## config.mk

```make
export PLATFORM = sky130hd
export DESIGN_NAME = pgm_cmd_engine
export DESIGN_NICKNAME = d
export VERILOG_FILES = /design/src/rtl/pgm_cmd_pkg.sv /design/src/rtl/pgm_gap_timer.sv /design/src/rtl/pgm_bit_shifter.sv /design/src/rtl/pgm_cmd_engine.sv
export SDC_FILE = /design/constraint.sdc
export NUM_CORES = 1
export LEC_CHECK = 0
export ABC_AREA = 1
export BUFFER_PORTS_ARGS = -buffer_cell sky130_fd_sc_hd__buf_4
export CAP_MARGIN = 20
export CORE_MARGIN = 8
export CORE_UTILIZATION = 50
export DETAILED_ROUTE_END_ITERATION = 6
export PLACE_DENSITY = 0.79
export SETUP_SLACK_MARGIN = 0.05
export SYNTH_ARGS = -nofsm -noshare
export SYNTH_HDL_FRONTEND = slang
export SYNTH_SLANG_ARGS = --single-unit
```

## constraint.sdc

```tcl
create_clock -name clk -period 4.3 [get_ports clk]
set_clock_uncertainty 0.05 [all_clocks]
set_input_delay 0.86 -clock clk [delete_from_list [all_inputs] [get_ports clk]]
set_output_delay 0.86 -clock clk [all_outputs]
set_load 0.03 [all_outputs]
```

## src/rtl/pgm_cmd_pkg.sv

```systemverilog
package pgm_cmd_pkg;

  typedef enum logic [1:0] {
    KIND_WRITE = 2'd0,
    KIND_READ  = 2'd1,
    KIND_PROG  = 2'd2,
    KIND_ALT   = 2'd3
  } req_kind_e;

  typedef enum logic [3:0] {
    ST_IDLE, ST_CMD, ST_GAP_OP, ST_OPER, ST_DUMMY, ST_TURN,
    ST_RECV, ST_PZERO, ST_HOLD, ST_SETTLE, ST_TAIL, ST_GAP_END
  } eng_state_e;

  localparam int CMD_BITS   = 4;
  localparam int OPER_BITS  = 16;
  localparam int DUMMY_BITS = 8;
  localparam int RX_BITS    = 8;
  localparam int PZERO_BITS = 3;
  localparam int TAIL_BITS  = 16;

  // cycles taken by a shifted field of nbits
  function automatic int field_cycles(int nbits, int half);
    return 2 * nbits * half;
  endfunction

  // cycles from acceptance until the engine is idle again
  function automatic int txn_cycles(logic [1:0] kind, int half, int cpu, int hold);
    case (kind)
      2'd1:    return field_cycles(CMD_BITS + DUMMY_BITS + RX_BITS, half) + 3 * cpu;
      2'd2:    return field_cycles(CMD_BITS + OPER_BITS + PZERO_BITS + TAIL_BITS, half)
                      + hold + 3 * cpu;
      default: return field_cycles(CMD_BITS + OPER_BITS, half) + 2 * cpu;
    endcase
  endfunction

endpackage

```

## src/rtl/pgm_gap_timer.sv

```systemverilog
module pgm_gap_timer #(
  parameter int W = 8
) (
  input  logic         clk,
  input  logic         rst_n,
  input  logic         start,
  input  logic [W-1:0] load,
  output logic         running,
  output logic         done
);

  logic [W-1:0] cnt;

  assign done = running && (cnt == W'(1));

  always_ff @(posedge clk or negedge rst_n) begin
    if (!rst_n) begin
      running <= 1'b0;
      cnt     <= '0;
    end else if (start) begin
      running <= 1'b1;
      cnt     <= load;
    end else if (running) begin
      if (cnt == W'(1)) running <= 1'b0;
      cnt <= cnt - W'(1);
    end
  end

  // a zero-length gap would never expire
  assert_load_nonzero_R3: assert property (@(posedge clk) disable iff (!rst_n)
    start |-> (load != '0));

endmodule

```

## src/rtl/pgm_bit_shifter.sv

```systemverilog
module pgm_bit_shifter #(
  parameter int HALF_CYCLES = 2,
  parameter int MAX_BITS    = 16,
  parameter int RX_W        = 8
) (
  input  logic                         clk,
  input  logic                         rst_n,
  input  logic                         start,
  input  logic [$clog2(MAX_BITS+1)-1:0] nbits,
  input  logic [MAX_BITS-1:0]          word,
  input  logic                         capture,
  input  logic                         line_in,
  output logic                         busy,
  output logic                         done,
  output logic                         bit_clk,
  output logic                         bit_dat,
  output logic [RX_W-1:0]              rx_byte
);

  localparam int BW = $clog2(MAX_BITS + 1);
  localparam int HW = (HALF_CYCLES > 1) ? $clog2(HALF_CYCLES) : 1;

  logic                phase_hi;
  logic [HW-1:0]       tick;
  logic [BW-1:0]       left;
  logic [MAX_BITS-1:0] shreg;
  logic                cap_q;
  logic                tick_end;

  assign tick_end = (tick == HW'(HALF_CYCLES - 1));
  assign done     = busy && tick_end && !phase_hi && (left == BW'(1));
  assign bit_clk  = busy && phase_hi;
  assign bit_dat  = busy && !cap_q && shreg[0];

  always_ff @(posedge clk or negedge rst_n) begin
    if (!rst_n) begin
      busy     <= 1'b0;
      phase_hi <= 1'b0;
      tick     <= '0;
      left     <= '0;
      shreg    <= '0;
      cap_q    <= 1'b0;
      rx_byte  <= '0;
    end else if (start) begin
      busy     <= 1'b1;
      phase_hi <= 1'b1;
      tick     <= '0;
      left     <= nbits;
      shreg    <= word;
      cap_q    <= capture;
    end else if (busy) begin
      if (tick_end) begin
        tick <= '0;
        if (phase_hi) begin
          phase_hi <= 1'b0;
        end else begin
          if (cap_q) rx_byte <= {line_in, rx_byte[RX_W-1:1]};
          shreg <= shreg >> 1;
          left  <= left - BW'(1);
          if (left == BW'(1)) busy <= 1'b0;
          else                phase_hi <= 1'b1;
        end
      end else begin
        tick <= tick + HW'(1);
      end
    end
  end

  // a new field never starts on top of an unfinished one
  assert_no_field_overlap_R1: assert property (@(posedge clk) disable iff (!rst_n)
    start |-> (!busy || done));

  // a running field always has bits left
  assert_bits_remaining_R1: assert property (@(posedge clk) disable iff (!rst_n)
    busy |-> (left != '0));

endmodule

```

## src/rtl/pgm_cmd_engine.sv

```systemverilog
module pgm_cmd_engine
  import pgm_cmd_pkg::*;
#(
  parameter int CYCLES_PER_US    = 4,
  parameter int HALF_CYCLES      = 2,
  parameter int PROG_HOLD_CYCLES = 4800
) (
  input  logic        clk,
  input  logic        rst_n,
  input  logic        tgt_ready,
  input  logic        req_valid,
  output logic        req_ready,
  input  logic [1:0]  req_kind,
  input  logic [3:0]  req_cmd,
  input  logic [15:0] req_operand,
  output logic [7:0]  rd_data,
  output logic        rd_valid,
  output logic        pin_clk,
  output logic        pin_dat_out,
  output logic        pin_dat_oe,
  input  logic        pin_dat_in
);

  localparam int TMAX = (CYCLES_PER_US > PROG_HOLD_CYCLES) ? CYCLES_PER_US : PROG_HOLD_CYCLES;
  localparam int TW   = $clog2(TMAX + 1);
  localparam int BW   = $clog2(OPER_BITS + 1);

  eng_state_e     state, state_d;
  req_kind_e      kind_q;
  logic [15:0]    op_q;

  // named internal events
  logic           accept;
  logic           field_done;
  logic           gap_done;
  logic           sh_start, sh_cap, sh_busy, sh_clk, sh_dat;
  logic [BW-1:0]  sh_nbits;
  logic [15:0]    sh_word;
  logic           tm_start, tm_running;
  logic [TW-1:0]  tm_load;
  logic [7:0]     rx_byte;
  int             busy_cnt;

  assign req_ready = (state == ST_IDLE) && tgt_ready;
  assign accept    = req_ready && req_valid;

  always_comb begin
    state_d  = state;
    sh_start = 1'b0;
    sh_word  = '0;
    sh_nbits = '0;
    sh_cap   = 1'b0;
    tm_start = 1'b0;
    tm_load  = TW'(CYCLES_PER_US);
    case (state)
      ST_IDLE: if (accept) begin
        state_d  = ST_CMD;
        sh_start = 1'b1;
        sh_word  = {12'b0, req_cmd};
        sh_nbits = BW'(CMD_BITS);
      end
      ST_CMD: if (field_done) begin
        state_d  = ST_GAP_OP;
        tm_start = 1'b1;
      end
      ST_GAP_OP: if (gap_done) begin
        sh_start = 1'b1;
        if (kind_q == KIND_READ) begin
          state_d  = ST_DUMMY;
          sh_nbits = BW'(DUMMY_BITS);
        end else begin
          state_d  = ST_OPER;
          sh_word  = op_q;
          sh_nbits = BW'(OPER_BITS);
        end
      end
      ST_OPER: if (field_done) begin
        if (kind_q == KIND_PROG) begin
          state_d  = ST_PZERO;
          sh_start = 1'b1;
          sh_nbits = BW'(PZERO_BITS);
        end else begin
          state_d  = ST_GAP_END;
          tm_start = 1'b1;
        end
      end
      ST_DUMMY: if (field_done) begin
        state_d  = ST_TURN;
        tm_start = 1'b1;
      end
      ST_TURN: if (gap_done) begin
        state_d  = ST_RECV;
        sh_start = 1'b1;
        sh_cap   = 1'b1;
        sh_nbits = BW'(RX_BITS);
      end
      ST_RECV: if (field_done) begin
        state_d  = ST_GAP_END;
        tm_start = 1'b1;
      end
      ST_PZERO: if (field_done) begin
        state_d  = ST_HOLD;
        tm_start = 1'b1;
        tm_load  = TW'(PROG_HOLD_CYCLES);
      end
      ST_HOLD: if (gap_done) begin
        state_d  = ST_SETTLE;
        tm_start = 1'b1;
      end
      ST_SETTLE: if (gap_done) begin
        state_d  = ST_TAIL;
        sh_start = 1'b1;
        sh_nbits = BW'(TAIL_BITS);
      end
      ST_TAIL: if (field_done) begin
        state_d  = ST_GAP_END;
        tm_start = 1'b1;
      end
      ST_GAP_END: if (gap_done) state_d = ST_IDLE;
      default: state_d = ST_IDLE;
    endcase
  end

  always_ff @(posedge clk or negedge rst_n) begin
    if (!rst_n) begin
      state    <= ST_IDLE;
      kind_q   <= KIND_WRITE;
      op_q     <= '0;
      rd_valid <= 1'b0;
      busy_cnt <= 0;
    end else begin
      state    <= state_d;
      rd_valid <= (state == ST_RECV) && field_done;
      if (accept) begin
        kind_q   <= req_kind_e'(req_kind);
        op_q     <= req_operand;
        busy_cnt <= 1;
      end else if (state != ST_IDLE) begin
        busy_cnt <= busy_cnt + 1;
      end
    end
  end

  pgm_bit_shifter #(
    .HALF_CYCLES(HALF_CYCLES),
    .MAX_BITS   (OPER_BITS),
    .RX_W       (RX_BITS)
  ) u_shift (
    .clk    (clk),
    .rst_n  (rst_n),
    .start  (sh_start),
    .nbits  (sh_nbits),
    .word   (sh_word),
    .capture(sh_cap),
    .line_in(pin_dat_in),
    .busy   (sh_busy),
    .done   (field_done),
    .bit_clk(sh_clk),
    .bit_dat(sh_dat),
    .rx_byte(rx_byte)
  );

  pgm_gap_timer #(.W(TW)) u_gap (
    .clk    (clk),
    .rst_n  (rst_n),
    .start  (tm_start),
    .load   (tm_load),
    .running(tm_running),
    .done   (gap_done)
  );

  assign rd_data     = rx_byte;
  assign pin_clk     = sh_clk || (state == ST_HOLD);
  assign pin_dat_out = sh_dat;
  assign pin_dat_oe  = !((state == ST_RECV) || ((state == ST_GAP_END) && (kind_q == KIND_READ)));

  // acceptance closes the request port on the next cycle
  assert_accept_drops_ready_R7: assert property (@(posedge clk) disable iff (!rst_n)
    accept |=> !req_ready);

  // the busy span matches the arithmetic length for the kind
  assert_busy_length_R7: assert property (@(posedge clk) disable iff (!rst_n)
    ((state == ST_GAP_END) && gap_done) |->
      (busy_cnt == txn_cycles(kind_q, HALF_CYCLES, CYCLES_PER_US, PROG_HOLD_CYCLES)));

  // the data line is only released inside a read
  assert_release_only_read_R4: assert property (@(posedge clk) disable iff (!rst_n)
    !pin_dat_oe |-> (kind_q == KIND_READ));

  // the read strobe lasts one cycle
  assert_rd_valid_single_R5: assert property (@(posedge clk) disable iff (!rst_n)
    rd_valid |=> !rd_valid);

  // the read strobe belongs to a read in its closing gap
  assert_rd_valid_in_read_R5: assert property (@(posedge clk) disable iff (!rst_n)
    rd_valid |-> ((kind_q == KIND_READ) && (state == ST_GAP_END)));

  // during the programming hold the clock is high and data driven low
  assert_hold_drives_low_R6: assert property (@(posedge clk) disable iff (!rst_n)
    (state == ST_HOLD) |-> (pin_clk && pin_dat_oe && !pin_dat_out && tm_running));

  // idle pins are quiet and driven
  assert_idle_quiet_R9: assert property (@(posedge clk) disable iff (!rst_n)
    (state == ST_IDLE) |-> (!pin_clk && pin_dat_oe && !sh_busy));

endmodule

```

==> metrics.md, run 1 <==
| Metric | Value |
|---|---|
| Outcome | completed |
| Layout cells sized above 1 | 14.3% |
| DR vias | 3230 |
| Vias in the first global route | 3098 |
| Antenna-violating nets left | 0 |
| Number of synthesized register bits | 70 |
| Mapped cell area | 0.00374 sq mm |
| Setup TNS | 0 ns |
| Critical Path Fanout Max | 4 |
| Setup Fix Bufs, Post-CTS | 0 |
| Classification of the worst setup path | flop to primary output |
| Max Buffers Root-to-Sink | 2 |
| Row count | 31 |
| Die W | 103 um |
| Sequential fraction of the synthesis area | 46.8% |
| Max VDD drop | 242 uV |
| Multi-input gate area | 0.00179 sq mm |
| DRC viols | 0 |
| Syn avg cell area | 7.43 sq um |
| R2R setup slack | 2.03 ns |
| CP arrival | 1.56 ns |
| Worst skew pair latency | 0.36 ns |
| Total Nets Final | 577 |
| Reg clk slew, reported paths | 0.08 ns |
| Largest net degree at the start of global routing | 71 |
| Largest cells by area after synthesis | dfrtp_1 47%, nand2_1 23%, nor2_1 5.0%, nand3_1 3.7%, inv_1 3.4% |
| Startpoint types | flop |
| Area delta synth->final | 14.9% |
| Clock Tree Root | clkbuf_8 |
| Gpl congestion | 0.906 |
| First-pass GRT wire length | 14300 um |
| Final setup vio count | 0 |
| Count of input and output buffers | 39 |
| Total Wirelength | 8330 um |
| Placed inst area | 0.00412 sq mm |
| GRT Total Usage | 17.5% |
| Dpl hpwl | 5950 um |
| Initial drt markers | 245 |
| CP Capture Type | primary output |
| Die height | 103 um |
| Clock Sinks | 70 |
| Diode count | 0 |
| Commonest cells after routing, fill and taps aside | 234 x nand2_1, 70 x dfrtp_1, 50 x nor2_1, 40 x buf_4, 34 x inv_1 |
| Final count of hold timing violations | 0 |
| Area leader, netlist | dfrtp_1 |
| Total CTS buffers | 9 |
| Period minus WS final | 2.47 ns |
| Pre-antenna DRT Iters | 4 |
| WL/cell | 12.8 um |
| Synth top area share | 46.8% |
| Finished layout cell area | 0.00430 sq mm |
| Max-Slew Margin vs Limit | 41.6% |
| Commonest non-fill, non-tap cell in the layout | nand2_1 |
| PwrDens | 659 mW/mm^2 |
| Final Power | 2.84 mW |
| RSZ-0062 raised after global routing | false |
| Area of the core | 0.00725 sq mm |
| Warnings from Yosys | 0 |
| Critical Path RT | 3.39 ns |
| Synthesized Nets | 535 |
| GRT overflow | 0 |
| Worst hold slack | 0.426 ns |
| Cts hold-fix bufs | 0 |
| # resized after CTS | 0 |
| Synth Instances | 504 |
| Vias/cell | 4.97 |
| Die Area | 0.0105 sq mm |
| Initial core utilization | 51.6% |
| Max-slew violations | 0 |
| Final period util | 57.3% |
| Max-cap viol count | 0 |
| Fill count | 681 |
| Distinct cells, synth | 33 |
| CTS tree | done |
| Max frequency | 0.406 GHz |
| Leak pwr | 2.36 nW |
| Register area | 0.00175 sq mm |
| I/O pin cnt | 40 |
| Worst hold path type | flop to flop |
| Initial antenna violation count | 0 |
| Htree depth | 3 |
| Worst-Margin Slew | 0.876 ns |
-- registers in the layout (all words and copies together) (netlist names) --
register / flops
op_q: 16
u_shift.shreg: 16
u_gap.cnt: 13
u_shift.rx_byte: 8
u_shift.left: 5
state: 4
kind_q: 2
rd_valid: 1
u_gap.running: 1
u_shift.busy: 1
u_shift.cap_q: 1
u_shift.phase_hi: 1
u_shift.tick: 1
-- critical path, stage by stage (launching register included) --
cell	delay, ns
dfrtp_1	0.46
inv_1	0.11
nand2_1	0.14
inv_1	0.07
a32oi_1	0.22
buf_4	0.20
-- report_power, final --
group | internal, mW | switching [mW]
Combinational | 0.437 | 0.796
Sequential | 0.899 | 0.198
Clock | 0.220 | 0.287
Total | 1.56 | 1.28
-- logic make-up after synthesis --
logic type / count (synthesis) / share of synthesized area (%)
AO/OA/AOI/OAI: 30 / 4.81
XOR/XNOR: 11 / 2.57
adder cells (fa/ha/maj): 4 / 1.34
buffers and inverters: 47 / 5.31
flip-flops: 70 / 46.8
AND/OR/NAND/NOR: 342 / 39.2
-- stage by stage --
stage	instances	util (%)	setup slack [ns]
floorplan	504	-	2.05
global placement	634	56.8	1.84
detailed placement	634	56.8	1.83
CTS	650	59.3	1.82
global route	650	59.3	1.71
finish	650	59.3	1.83
-- final cells by class --
cell class | count | share of cell area (%)
multi-input combinational | 387 | 41.7
clock inverter | 7 | 1.42
tap | 99 | 2.88
inverter | 38 | 3.43
timing repair buffer | 40 | 6.98
clock buffer | 9 | 2.88
sequential | 70 | 40.7
-- final timing paths --
check                           cells after the start                     start                            to
worst max-delay path                                5      state[2]$_DFFE_PN0P_                    pin_dat_oe
worst min-delay path                                2      op_q[13]$_DFFE_PN0N_          op_q[13]$_DFFE_PN0N_
worst max register to register                      8  u_gap.cnt[1]$_DFFE_PN0P_  u_shift.shreg[2]$_DFFE_PN0P_
worst min register to register                      2      op_q[13]$_DFFE_PN0N_          op_q[13]$_DFFE_PN0N_
max in group asynchronous                           1                     rst_n           op_q[6]$_DFFE_PN0N_
min in group asynchronous                           1                     rst_n          state[0]$_DFFE_PN0P_
-- routing by layer --
layer,part of all wire [%],routed length (um),up-vias,global-route usage [%]
li1,-,-,1667,-
met1,48,4030,1489,23.5
met2,45,3720,63,26.3
met3,5.3,441,11,3.71
met4,1.5,129,0,7.90
met5,0,0,-,0
-- cells in the mapped netlist (all sizes together) --
cell and count:
a21boi 3, a21oi 8, a32oi 1, buf 4, clkbuf 5, dfrtp 70
ha 4, inv 38, nand2 237, nand3 32, nand3b 2, nand4 6
nor2 58, nor3 5, nor3b 1, o2111ai 1, o211ai 5, o21ai 11
o21bai 1, or2 1, xnor2 4, xor2 7
No activity file was read; power rests on OpenSTA's default activity.
==> run 2: changes to the inputs <==
--- a/config.mk
+++ b/config.mk
@@ -11,7 +11,7 @@
 export CORE_MARGIN = 8
 export CORE_UTILIZATION = 50
 export DETAILED_ROUTE_END_ITERATION = 6
-export PLACE_DENSITY = 0.79
+export PLACE_DENSITY = 0.81
 export SETUP_SLACK_MARGIN = 0.05
 export SYNTH_ARGS = -nofsm -noshare
 export SYNTH_HDL_FRONTEND = slang
==> constraint.sdc (replaced) <==
create_clock -name clk -period 2 [get_ports clk]
set_clock_uncertainty 0.05 [all_clocks]
set_input_delay 0.4 -clock clk [delete_from_list [all_inputs] [get_ports clk]]
set_output_delay 0.4 -clock clk [all_outputs]
set_load 0.03 [all_outputs]
==> run 2 against run 1 <==
Against the previous run:
- critical path depth down 1
- sequential power up 120%
- setup slack worse by 1.8 ns
- flip-flop and latch count unchanged
- critical endpoint unchanged
==> metrics.md, run 2 (same netlist as run 1, synthesis figures left out) <==
| Metric | Value |
|---|---|
| Gpl congestion | 0.941 |
| Commonest non-fill, non-tap cell in the layout | nand2_1 |
| Startpoint types | flop |
| Total Wirelength | 9090 um |
| Count of input and output buffers | 39 |
| Layout cells sized above 1 | 21.4% |
| Classification of the worst setup path | flop to primary output |
| Vias in the first global route | 3290 |
| Die W | 103 um |
| Core Util, Final | 64.2% |
| Register area | 0.00176 sq mm |
| CTS tree | done |
| Critical Path Fanout Max | 6 |
| Initial antenna violation count | 0 |
| Final count of hold timing violations | 0 |
| Outcome | completed |
| Commonest cells after routing, fill and taps aside | 224 x nand2_1, 66 x dfrtp_1, 58 x buf_4, 44 x nor2_1, 33 x inv_1 |
| Reg-to-reg endpoint | u_shift.shreg[11]$_DFFE_PN0P_ |
| Diode count | 0 |
| CP Capture Type | primary output |
| Reg clk slew, reported paths | 0.09 ns |
| Pre-antenna DRT Iters | 4 |
| Dpl hpwl | 6240 um |
| Period minus WS final | 1.92 ns |
| Hold path start | req_operand[6] |
| DR vias | 3473 |
| Total Nets Final | 601 |
| Total CTS buffers | 9 |
| Worst hold path type | input pin to flop |
| WHS Path Cells | 3 |
| Area of the core | 0.00725 sq mm |
| Worst reg-to-reg path cell count | 12 |
| Final period util | 96.0% |
| Final setup vio count | 0 |
| Worst hold slack | 0.183 ns |
| Initial core utilization | 51.6% |
| Top sig layer | met4 |
| Clock Tree Root | clkbuf_8 |
| Worst skew pair latency | 0.36 ns |
| Max-cap viol count | 0 |
| I/O pin cnt | 40 |
| Hold worst-path end | op_q[6]$_DFFE_PN0N_ |
| Initial drt markers | 199 |
| Row count | 31 |
| Met2 routed WL | 4300 um |
| DRC viols | 0 |
| Max-Slew Margin vs Limit | 71.7% |
| Largest net degree at the start of global routing | 32 |
| WL/cell | 13.5 um |
| R2R setup slack | 0.11 ns |
| Reg2reg start | u_gap.cnt[1]$_DFFE_PN0P_ |
| Htree depth | 3 |
| Max VDD drop | 726 uV |
| Max Buffers Root-to-Sink | 2 |
| Multi-input gate area | 0.00190 sq mm |
| Clock Sinks | 70 |
| CP arrival | 1.47 ns |
| Critical Path RT | 1.55 ns |
| Area delta synth->final | 24.3% |
| Fill count | 636 |
| RSZ-0062 raised after global routing | true |
| Die Area | 0.0105 sq mm |
| GRT Total Usage | 18.2% |
| First-pass GRT wire length | 14900 um |
| DR WL met3 | 647 um |
| M1 WL | 3920 um |
| Worst-Margin Slew | 0.422 ns |
| Die height | 103 um |
| Max frequency | 0.521 GHz |
| GRT overflow | 0 |
| Max-slew violations | 0 |
| PwrDens | 1440 mW/mm^2 |
| Vias/cell | 5.15 |
| Leak pwr | 2.51 nW |
| Regs by FF count | op_q x16, u_shift.shreg x16, u_gap.cnt x13 |
| Antenna-violating nets left | 0 |
## run 2: per-layer routing
metal / up-vias / GRT usage [%]
li1: 1712 / -
met1: 1607 / 23.1
met2: 133 / 28.3
met3: 21 / 3.58
met4: 0 / 11.1
met5: - / 0
## run 2: area by class of cell
cell class	count	share of cell area, %
clock inverter	5	1.75
inverter	38	3.17
timing repair buffer	62	10.9
multi-input combinational	389	40.8
clock buffer	11	3.04
sequential	70	37.8
tap	99	2.66
## run 2: worst max path at each step
stage	endpoint	slack (ns)	from
floorplan	u_shift.shreg[10]$_DFFE_PN0P_	0.30	state[3]$_DFFE_PN0P_
global route	u_shift.shreg[0]$_DFFE_PN0P_	-0.007	state[3]$_DFFE_PN0P_
global placement	u_shift.shreg[2]$_DFFE_PN0P_	0.08	state[1]$_DFFE_PN0P_
CTS	u_shift.shreg[6]$_DFFE_PN0P_	0.05	u_gap.cnt[1]$_DFFE_PN0P_
finish	pin_dat_oe	0.08	state[1]$_DFFE_PN0P_
detailed placement	u_shift.rx_byte[5]$_DFFE_PN0P_	0.04	u_shift.left[0]$_DFFE_PN0P_
## run 2: power breakdown
part           total (mW)  leakage (nW)  switching (mW)  internal [mW]
logic                2.98          1.50            1.86           1.12
registers            2.41         0.897           0.468           1.94
clock network        1.31         0.110           0.569          0.739
total                6.70          2.51            2.90           3.80
## run 2: timing repair
item,CTS,global route
resized for setup,1,28
cloned,0,2
endpoints found under the setup margin,10,45
pin swaps,1,9
hold buffers,1,0
endpoints found under the hold margin,29,0
buffers inserted,3,6
## run 2: critical path, stage by stage (launching register included)
cell	delay, ns
dfrtp_2	0.48
nand2_2	0.12
inv_1	0.10
a32oi_1	0.21
buf_4	0.19
## run 2: stage by stage
stage	TNS (ns)	cell area [sq um]	setup WS, ns	total power, mW	std cells
finish	0	4650	0.0797	6.70	674
global route	-0.00676	4650	-0.00676	7.23	674
CTS	0	4490	0.0469	6.47	666
detailed placement	0	4230	0.0446	5.13	646
global placement	0	4230	0.0770	5.03	646
floorplan	0	3740	0.297	4.37	504
==> run 3: changes to the inputs <==
--- a/config.mk
+++ b/config.mk
@@ -8,10 +8,12 @@
 export ABC_AREA = 1
 export BUFFER_PORTS_ARGS = -buffer_cell sky130_fd_sc_hd__buf_4
 export CAP_MARGIN = 20
+export CELL_PAD_IN_SITES_DETAIL_PLACEMENT = 0
+export CELL_PAD_IN_SITES_GLOBAL_PLACEMENT = 1
 export CORE_MARGIN = 8
-export CORE_UTILIZATION = 50
+export CORE_UTILIZATION = 39
 export DETAILED_ROUTE_END_ITERATION = 6
-export PLACE_DENSITY = 0.81
+export PLACE_DENSITY_LB_ADDON = 0.08
 export SETUP_SLACK_MARGIN = 0.05
 export SYNTH_ARGS = -nofsm -noshare
 export SYNTH_HDL_FRONTEND = slang
==> run 3 against run 2 <==
Against the previous run:
- the flow now finishes with violations (hold timing)
- worst hold slack worse by 0.20 ns
- core utilization decreased by 13 points
- cell area increased by 2.0%
- highest routed layer unchanged
==> metrics.md, run 3 (same netlist as run 1, synthesis figures left out) <==
| Metric | Value |
|---|---|
| Clock Tree Root | clkbuf_8 |
| Outcome | finished, violations left |
| Dpl hpwl | 6490 um |
| Max Buffers Root-to-Sink | 2 |
| Reg2reg start | state[0]$_DFFE_PN0P_ |
| Critical Path Fanout Max | 5 |
| Commonest cells after routing, fill and taps aside | 228 x nand2_1, 68 x buf_4, 67 x dfrtp_1, 45 x nor2_1, 31 x inv_1 |
| Setup TNS | 0 ns |
| Area of the core | 0.00928 sq mm |
| Combinational power share | 47.5% |
| Final period util | 95.5% |
| Largest net degree at the start of global routing | 71 |
| Sw power | 2.90 mW |
| Commonest non-fill, non-tap cell in the layout | nand2_1 |
| Htree depth | 3 |
| Final count of hold timing violations | 8 |
| Max frequency | 0.523 GHz |
| Die Area | 0.0130 sq mm |
| Count of input and output buffers | 39 |
| Die W | 114 um |
| Top Usage Layer GRT | met2 |
| Worst-Margin Slew | 0.397 ns |
| Pre-antenna DRT Iters | 6 |
| CP Capture Type | primary output |
| GRT overflow | 0 |
| Diode count | 0 |
| P_int | 3.77 mW |
| Leak pwr | 2.55 nW |
| Initial antenna violation count | 0 |
| Sequential Power Share | 34.9% |
| Regs by FF count | op_q x16, u_shift.shreg x16, u_gap.cnt x13 |
| R2R setup slack | 0.16 ns |
| CP arrival | 1.46 ns |
| Worst hold slack | -0.0179 ns |
| Met3 Usage GRT | 3.33% |
| Max-slew violations | 0 |
| Fill count | 952 |
| Max-cap viol count | 0 |
| Initial drt markers | 166 |
| Period minus WS final | 1.91 ns |
| Final setup vio count | 0 |
| Clock power frac | 17.6% |
| First-pass GRT wire length | 15600 um |
| Critical Path RT | 1.55 ns |
| Clock Sinks | 70 |
| Max-Slew Margin vs Limit | 73.3% |
| CTS tree | done |
| Layout cells sized above 1 | 22.4% |
| GRT Total Usage | 14.8% |
| Die height | 114 um |
| Sw frac | 43.5% |
| Reg clk slew, reported paths | 0.08 ns |
| Total CTS buffers | 9 |
| Global routing usage on met2 | 22.8% |
| I/O pin cnt | 40 |
| Cts hold-fix bufs | 0 |
| Antenna-violating nets left | 0 |
| PwrDens | 1410 mW/mm^2 |
| Core Util, Final | 51.1% |
| Vias in the first global route | 3299 |
| Classification of the worst setup path | flop to primary output |
| Total Nets Final | 611 |
| Worst hold path type | input pin to async pin |
| Gpl congestion | 0.900 |
| Worst reg-to-reg path cell count | 8 |
| Reg-to-reg endpoint | u_shift.shreg[3]$_DFFE_PN0P_ |
| Met1 usage | 19.9% |
| Failing checks | hold timing |
| WL/cell | 12.9 um |
| Worst skew pair latency | 0.34 ns |
| Max VDD drop | 520 uV |
| Area delta synth->final | 26.7% |
| Row count | 35 |
| DRC viols | 0 |
| Startpoint types | flop |
| RSZ-0062 raised after global routing | true |
| Total Wirelength | 9240 um |
| Vias/cell | 4.68 |
| Final Power | 6.67 mW |
| DR vias | 3339 |
| Initial core utilization | 40.3% |
[run 3: worst max-delay path by stage]
stage,depth (start not counted),endpoint,startpoint
2_1_floorplan,11,u_shift.shreg[10]$_DFFE_PN0P_,state[3]$_DFFE_PN0P_
3_3_place_gp,10,u_gap.cnt[1]$_DFFE_PN0P_,u_gap.cnt[1]$_DFFE_PN0P_
3_5_place_dp,11,u_shift.rx_byte[5]$_DFFE_PN0P_,u_shift.left[0]$_DFFE_PN0P_
4_1_cts,3,pin_dat_oe,kind_q[1]$_DFFE_PN0N_
5_1_grt,5,pin_dat_oe,state[0]$_DFFE_PN0P_
6_report,5,pin_dat_oe,state[0]$_DFFE_PN0P_
[run 3: repair_timing]
item                                    4_1_cts  5_1_grt
gates cloned                                  0        1
resized for setup                             2       24
endpoints found under the setup margin        2       40
pin swaps                                     0        7
setup buffers                                 0        5
[run 3: critical path, stage by stage (launching register included)]
cell     delay, ns
dfrtp_1       0.43
inv_1         0.06
nand2_1       0.15
inv_2         0.08
a32oi_1       0.20
buf_4         0.20
[run 3: stage by stage]
stage / hold WS (ns) / instance area [sq um] / setup WS, ns / instances
after floorplan: 0.0544 / 3740 / 0.297 / 504
after global placement: 0.395 / 4400 / 0.0962 / 692
after detailed placement: 0.393 / 4400 / 0.0759 / 692
after CTS: 0.0135 / 4610 / 0.0571 / 708
after global routing: 0.0259 / 4750 / 0.00942 / 714
final: -0.0179 / 4750 / 0.0893 / 714
[run 3: area by class of cell]
type | instances | area, sq um | share of cell area, %
tap | 129 | 161 | 3.40
clock buffer | 10 | 128 | 2.69
multi-input combinational | 387 | 1860 | 39.3
sequential | 70 | 1760 | 37.0
timing repair buffer | 74 | 618 | 13.0
clock inverter | 6 | 71.3 | 1.50
inverter | 38 | 148 | 3.11
[run 3: power groups by stage]
stage / Combinational, mW / Sequential, mW / Clock [mW]
final: 3.17 / 2.33 / 1.18
after global routing: 3.59 / 2.41 / 1.26
after CTS: 3.06 / 2.30 / 1.21
after detailed placement: 3.05 / 2.32 / 0
after global placement: 3.03 / 2.32 / 0
after floorplan: 2.05 / 2.33 / 0
[run 3: metal layers]
layer | vias up | part of all wire [%]
met5 | - | 0
met4 | 0 | 2.1
met3 | 18 | 5.0
met2 | 71 | 43
met1 | 1513 | 49
li1 | 1737 | -
